--- config.mk ---
export PLATFORM = sky130hd
export DESIGN_NAME = pwm_dual_slope_dac
export DESIGN_NICKNAME = d
export VERILOG_FILES = /design/src/rtl/pwm_dac_pkg.sv /design/src/rtl/pwm_ramp_counter.sv /design/src/rtl/pwm_sample_latch.sv /design/src/rtl/pwm_compare.sv /design/src/rtl/pwm_dual_slope_dac.sv
export SDC_FILE = /design/constraint.sdc
export NUM_CORES = 1
export LEC_CHECK = 0
export ABC_AREA = 1
export BUFFER_PORTS_ARGS = -buffer_cell sky130_fd_sc_hd__clkbuf_2
export CAP_MARGIN = 25
export CORE_MARGIN = 2
export CORE_UTILIZATION = 40
export CTS_BUF_LIST = sky130_fd_sc_hd__clkbuf_8 sky130_fd_sc_hd__clkbuf_16
export DETAILED_ROUTE_END_ITERATION = 12
export GPL_ROUTABILITY_DRIVEN = 0
export GPL_TIMING_DRIVEN = 0
export PLACE_DENSITY = 0.62
export SLEW_MARGIN = 10
export SYNTH_ARGS = -nofsm -noshare
export SYNTH_HDL_FRONTEND = slang
export SYNTH_HIERARCHICAL = 1
export SYNTH_SLANG_ARGS = --single-unit
--- constraint.sdc ---
create_clock -name clk -period 1.9 [get_ports clk]
set_clock_uncertainty 0.15 [all_clocks]
set_input_delay 0.38 -clock clk [delete_from_list [all_inputs] [get_ports clk]]
set_output_delay 0.38 -clock clk [all_outputs]
set_load 0.03 [all_outputs]
--- src/rtl/pwm_dac_pkg.sv ---
// Shared types for the dual-slope PWM generator.
// Assumes: nothing beyond IEEE 1800-2017.
package pwm_dac_pkg;
    typedef enum logic {
        DIR_UP   = 1'b0,
        DIR_DOWN = 1'b1
    } ramp_dir_e;
endpackage

--- src/rtl/pwm_ramp_counter.sv ---
// Up/down ramp counter: 0 -> MAX -> 1 -> 0, one step per clock.
// Flags the bottom of the ramp and the cycle just before the peak.
// Assumes: en low holds the ramp at 0; the ramp starts one clock after en rises.
module pwm_ramp_counter
    import pwm_dac_pkg::*;
#(
    parameter int WIDTH = 8
) (
    input  logic             clk,
    input  logic             rst_n,
    input  logic             en,
    output logic [WIDTH-1:0] cnt_o,
    output logic             run_o,
    output logic             bottom_o,
    output logic             peak_load_o
);
    localparam logic [WIDTH-1:0] TOP     = {WIDTH{1'b1}};
    localparam logic [WIDTH-1:0] PRE_TOP = TOP - 1'b1;

    logic [WIDTH-1:0] cnt_q;
    ramp_dir_e        dir_q;
    logic             run_q;

    // Advance the ramp, turning around at both ends.
    always_ff @(posedge clk) begin
        if (!rst_n || !en) begin
            cnt_q <= '0;
            dir_q <= DIR_UP;
            run_q <= 1'b0;
        end else begin
            run_q <= 1'b1;
            if (run_q) begin
                if (dir_q == DIR_UP) begin
                    if (cnt_q == TOP) begin
                        dir_q <= DIR_DOWN;
                        cnt_q <= cnt_q - 1'b1;
                    end else begin
                        cnt_q <= cnt_q + 1'b1;
                    end
                end else begin
                    if (cnt_q == '0) begin
                        dir_q <= DIR_UP;
                        cnt_q <= cnt_q + 1'b1;
                    end else begin
                        cnt_q <= cnt_q - 1'b1;
                    end
                end
            end
        end
    end

    // Decode the ramp positions the neighbours act on.
    always_comb begin
        cnt_o       = cnt_q;
        run_o       = run_q;
        bottom_o    = run_q && (cnt_q == '0);
        peak_load_o = en && run_q && (dir_q == DIR_UP) && (cnt_q == PRE_TOP);
    end

    p_turn_top_r1: assert property (@(posedge clk) disable iff (!rst_n)
        (en && run_q && cnt_q == TOP) |=> (cnt_q == PRE_TOP));
    p_turn_bottom_r1: assert property (@(posedge clk) disable iff (!rst_n)
        (en && run_q && cnt_q == '0) |=> (cnt_q == 1));
    p_hold_clear_r7: assert property (@(posedge clk) disable iff (!rst_n)
        (!en) |=> (cnt_q == '0 && !run_q));
endmodule

--- src/rtl/pwm_sample_latch.sv ---
// Shadow and active compare registers.
// The shadow register takes each write; the active register copies the shadow on the peak load pulse.
// Assumes: a write and a load in the same cycle give the active register the old shadow value.
module pwm_sample_latch #(
    parameter int WIDTH = 8
) (
    input  logic             clk,
    input  logic             rst_n,
    input  logic             we_i,
    input  logic [WIDTH-1:0] wdata_i,
    input  logic             load_i,
    output logic [WIDTH-1:0] active_o
);
    logic [WIDTH-1:0] shadow_q;
    logic [WIDTH-1:0] active_q;

    // Capture samples from the data source.
    always_ff @(posedge clk) begin
        if (!rst_n)    shadow_q <= '0;
        else if (we_i) shadow_q <= wdata_i;
    end

    // Move the shadow value into the active register at the peak.
    always_ff @(posedge clk) begin
        if (!rst_n)      active_q <= '0;
        else if (load_i) active_q <= shadow_q;
    end

    assign active_o = active_q;

    p_load_at_peak_r4: assert property (@(posedge clk) disable iff (!rst_n)
        !$stable(active_q) |-> $past(load_i));
endmodule

--- src/rtl/pwm_compare.sv ---
// Magnitude compare of the ramp against the active sample; zero means silent.
// Assumes: the ramp and the active value are registered upstream.
module pwm_compare #(
    parameter int WIDTH = 8
) (
    input  logic             clk,
    input  logic             rst_n,
    input  logic [WIDTH-1:0] cnt_i,
    input  logic [WIDTH-1:0] active_i,
    output logic             hit_o
);
    localparam logic [WIDTH-1:0] TOP = {WIDTH{1'b1}};

    // The output is on while the ramp is at or above a non-zero sample.
    always_comb begin
        hit_o = (active_i != '0) && (cnt_i >= active_i);
    end

    p_zero_silent_r5: assert property (@(posedge clk) disable iff (!rst_n)
        (active_i == '0) |-> !hit_o);
    p_full_at_peak_r6: assert property (@(posedge clk) disable iff (!rst_n)
        (active_i == TOP && hit_o) |-> (cnt_i == TOP));
endmodule

--- src/rtl/pwm_dual_slope_dac.sv ---
// Top level of the dual-slope audio PWM generator.
// Assumes: the source writes at most one sample per request strobe.
module pwm_dual_slope_dac #(
    parameter int WIDTH = 8
) (
    input  logic             clk,
    input  logic             rst_n,
    input  logic             en,
    input  logic             sample_we,
    input  logic [WIDTH-1:0] sample_data,
    output logic             pwm_out,
    output logic             sample_req
);
    logic [WIDTH-1:0] cnt;
    logic [WIDTH-1:0] active;
    logic             run;
    logic             bottom;
    logic             peak_load;
    logic             hit;

    pwm_ramp_counter #(.WIDTH(WIDTH)) u_ramp (
        .clk         (clk),
        .rst_n       (rst_n),
        .en          (en),
        .cnt_o       (cnt),
        .run_o       (run),
        .bottom_o    (bottom),
        .peak_load_o (peak_load)
    );

    pwm_sample_latch #(.WIDTH(WIDTH)) u_latch (
        .clk      (clk),
        .rst_n    (rst_n),
        .we_i     (sample_we),
        .wdata_i  (sample_data),
        .load_i   (peak_load),
        .active_o (active)
    );

    pwm_compare #(.WIDTH(WIDTH)) u_cmp (
        .clk      (clk),
        .rst_n    (rst_n),
        .cnt_i    (cnt),
        .active_i (active),
        .hit_o    (hit)
    );

    // Gate both outputs with the enable so that disabling silences them at once.
    always_comb begin
        pwm_out    = en && run && hit;
        sample_req = en && bottom;
    end

    p_silent_disabled_r7: assert property (@(posedge clk) disable iff (!rst_n)
        !en |-> (!pwm_out && !sample_req));
    p_single_req_r2: assert property (@(posedge clk) disable iff (!rst_n)
        sample_req |=> !sample_req);
endmodule

==> flow_metrics.env <==
export IMPL_status="finished with violations"
export IMPL_violations="setup timing"
export IMPL_syn_inst=281
export IMPL_grt_usage=0.180
export IMPL_ys_ff_latch=26
export IMPL_clock_latency_ns=0.27
export IMPL_antenna_found_initial=0
export IMPL_nNetsFinal=346
export IMPL_clockRootBuffer="clkbuf_8"
export IMPL_final_antenna_net_count=0
export IMPL_io_pins=14
export IMPL_place_ws_ns=-0.204
export IMPL_rows=24
export IMPL_coreArea_mm2=0.00438
export IMPL_r2r_start="u_ramp/cnt_o[1]"
export IMPL_tritoncts="done"
export IMPL_via_count=1795
export IMPL_max_cap_violations=0
export IMPL_synth_top_area_share=0.284
export IMPL_holdBufCountCts=0
export IMPL_die_area_mm2=0.00514
export IMPL_worstPathCellList="inv_2, ha_4, a21oi_1, nor2_2, nor2_2, nand3_1, nand2_1, inv_1, inv_2, nor2_4, buf_8"
export IMPL_cp_start_kind="flip-flop"
export IMPL_dp_hpwl_mm=2.70
export IMPL_syn_num_nets=305
export IMPL_slew_headroom=0.781
export IMPL_r2r_slack_ns=-0.13
export IMPL_die_h_um=71.7
export IMPL_first_global_vias=1675
export IMPL_clock_sinks=26
export IMPL_rsz0062_at_grt="yes"
export IMPL_grt_pass1_wl_mm=7.42
export IMPL_crit_family="flip-flops"
export IMPL_yosys_warnings=6
export IMPL_area_delta_synth_final_pct=33.8
export IMPL_worst_pin_slew_ns=0.328
export IMPL_setup_ws_ns=-0.270
export IMPL_first_pass_iters=4
export IMPL_numCtsBuffers=3
export IMPL_wire_per_inst_um=12.0
export IMPL_cp_max_fo=2
export IMPL_synth_avg_cell_area_um2=6.52
export IMPL_drt_iter0_drc=96
export IMPL_syn_area_mm2=0.00183
export IMPL_synth_cell_types=27
export IMPL_criticalPathCategory="flip-flop to output pin"
export IMPL_fin_crit_ns=2.17
export IMPL_min_to="u_latch/shadow_q[0]"
export IMPL_yosys_area_top_type="dfxtp_1"
export IMPL_path_clk_slew_ns=0.10
export IMPL_initial_core_util=0.418
export IMPL_vias_per_cell=4.81
export IMPL_hold_violations=0
export IMPL_remaining_drc_errors=0
export IMPL_cp_num_buf_inv=4
export IMPL_die_x_um=71.7
export IMPL_power_density_mw_per_mm2=491
export IMPL_cpPeakStageDelay_ns=0.35
export IMPL_fmax_mhz=461
export IMPL_yosysSeqAreaShare=0.284
export IMPL_cellLeakagePower_nw=1.17
export IMPL_slowest_stage="dfxtp_2"
export IMPL_fin_setup_tns_ns=-0.695
export IMPL_post_route_period_util=1.14
export IMPL_port_buffers=12
export IMPL_fillers=415
export IMPL_totalWireLength_mm=4.46
export IMPL_slew_violations=0
export IMPL_hold_path_depth=4
export IMPL_hold_ws_ns=0.216
export IMPL_synth_top_cells_by_area="dfxtp_1, nand2_1, nor2_1, inv_1, ha_1"
export IMPL_crit_required_ns=1.37
export IMPL_crit_arrival_ns=1.64
export IMPL_clk_path_buf_depth=2
export IMPL_gr_total_overflow=0
export IMPL_n_antenna_cell=0
export IMPL_cp_end_kind="output pin"
export IMPL_hp_start="sample_we"
export IMPL_ff2ff_path_depth=14
export IMPL_worst_r2r_endpoint="u_ramp/cnt_o[7]"
export IMPL_ir_drop_uv=347
export IMPL_drive_gt1_frac=0.380
export IMPL_grt_max_degree=16
export IMPL_hold_class="input port to flip-flop"
export IMPL_h_tree_depth=1
export IMPL_setup_viol=5
-- cell type report --
cell class,instances,area [um2],share of cell area
multi-input cells,197,1190,0.486
clock buffers,3,41.3,0.0168
repair buffers,37,283,0.115
inverters,48,186,0.0761
well taps,52,65.1,0.0265
plain buffers,9,103,0.0419
flip-flops and latches,26,552,0.225
clock inverters,1,30.0,0.0123
-- through the flow --
stage | util | power (mW) | std cells | instance area (um2)
global placement | 0.447 | 0.719 | 345 | 1960
global route | 0.559 | 1.26 | 373 | 2450
finish | 0.559 | 1.20 | 373 | 2450
detailed placement | 0.447 | 0.721 | 345 | 1960
CTS | 0.543 | 1.21 | 369 | 2380
floorplan | - | 0.688 | 281 | 1840
-- timing repair --
action                                  4_1_cts  5_1_grt
pin swaps                                    14        5
buffers inserted                             22        4
resized for setup                            57       14
endpoints found under the setup margin        2        7
hold endpoints to repair                      0        0
-- flip-flops by register name, indices dropped and copies added, names as in the netlist --
register          flops
u_ramp/run_o          1
u_ramp/cnt_o          8
u_latch/active_o      8
u_latch/shadow_q      8
u_ramp/dir_q          1
-- placed cells by master, fill, tap and decap left out, types with 2 or more instances in the layout --
| master | count |
|---|---|
| a21oi_2 | 2 |
| a21oi_1 | 11 |
| nand2_1 | 68 |
| dfxtp_4 | 5 |
| buf_4 | 22 |
| dfxtp_2 | 10 |
| nand3_2 | 4 |
| clkbuf_2 | 10 |
| nor4_1 | 2 |
| nand2_4 | 4 |
| nand3_1 | 8 |
| xor2_1 | 7 |
| buf_8 | 5 |
| inv_2 | 13 |
| nor2_2 | 6 |
| ha_1 | 4 |
| o21ai_1 | 2 |
| nand4_1 | 3 |
| clkbuf_8 | 3 |
| ha_4 | 8 |
| inv_1 | 33 |
| dfxtp_1 | 11 |
| buf_6 | 8 |
| nor2_1 | 44 |
| o21ai_0 | 4 |
| nand2_2 | 10 |
| nor2_4 | 6 |
-- power breakdown --
part	internal [mW]	switching, mW
Combinational	0.0799	0.0953
Sequential	0.554	0.0102
Clock	0.282	0.181
-- worst max-delay path by stage --
stage                         from  cells past startpoint  slack, ns      end
3_3_place_gp       u_ramp/cnt_o[3]                     10      -0.21  pwm_out
5_1_grt        u_latch/active_o[2]                     13      -0.36  pwm_out
6_report       u_latch/active_o[5]                     11      -0.27  pwm_out
4_1_cts        u_latch/active_o[4]                     11      -0.30  pwm_out
2_1_floorplan  u_latch/active_o[7]                     10       0.07  pwm_out
3_5_place_dp       u_ramp/cnt_o[3]                     10      -0.20  pwm_out
-- worst register-to-register path: cells and delay by family, from the launching register on --
| family | cells | cell delay (ns) |
|---|---|---|
| AOI/OAI and AO/OA | 1 | 0.04 |
| adders and majority gates | 1 | 0.12 |
| buffers and inverters | 6 | 0.67 |
| and+or+nand+nor | 6 | 0.56 |
| DFF | 1 | 0.37 |
-- logic make-up (layout without fill, tap and decap cells) --
kind of cell,after synthesis,after routing,share of synthesized area
simple gates,157,157,0.382
fa+ha+maj,12,12,0.0820
flops,26,26,0.284
xor+xnor,8,8,0.0383
buf+inv,58,98,0.153
compound gates,20,20,0.0608
-- layer usage --
metal	global-route usage	vias up	wire length [um]	share of wire
met3	0.0253	9	219	0.049
met2	0.292	44	2150	0.48
met4	0.0524	0	72	0.016
met5	0	-	0	0
li1	-	926	-	-
met1	0.248	816	2020	0.45
-- synthesized netlist by cell type, drive strengths merged --
cell	instances
a21o	1
xor2	7
nand2	82
clkbuf	1
a21oi	13
nor3	2
buf	9
xnor2	1
nor2	56
nand4	3
dfxtp	26
inv	48
ha	12
nor4	2
o21ai	6
nand3	12
Power figures use the tool's default switching activity.
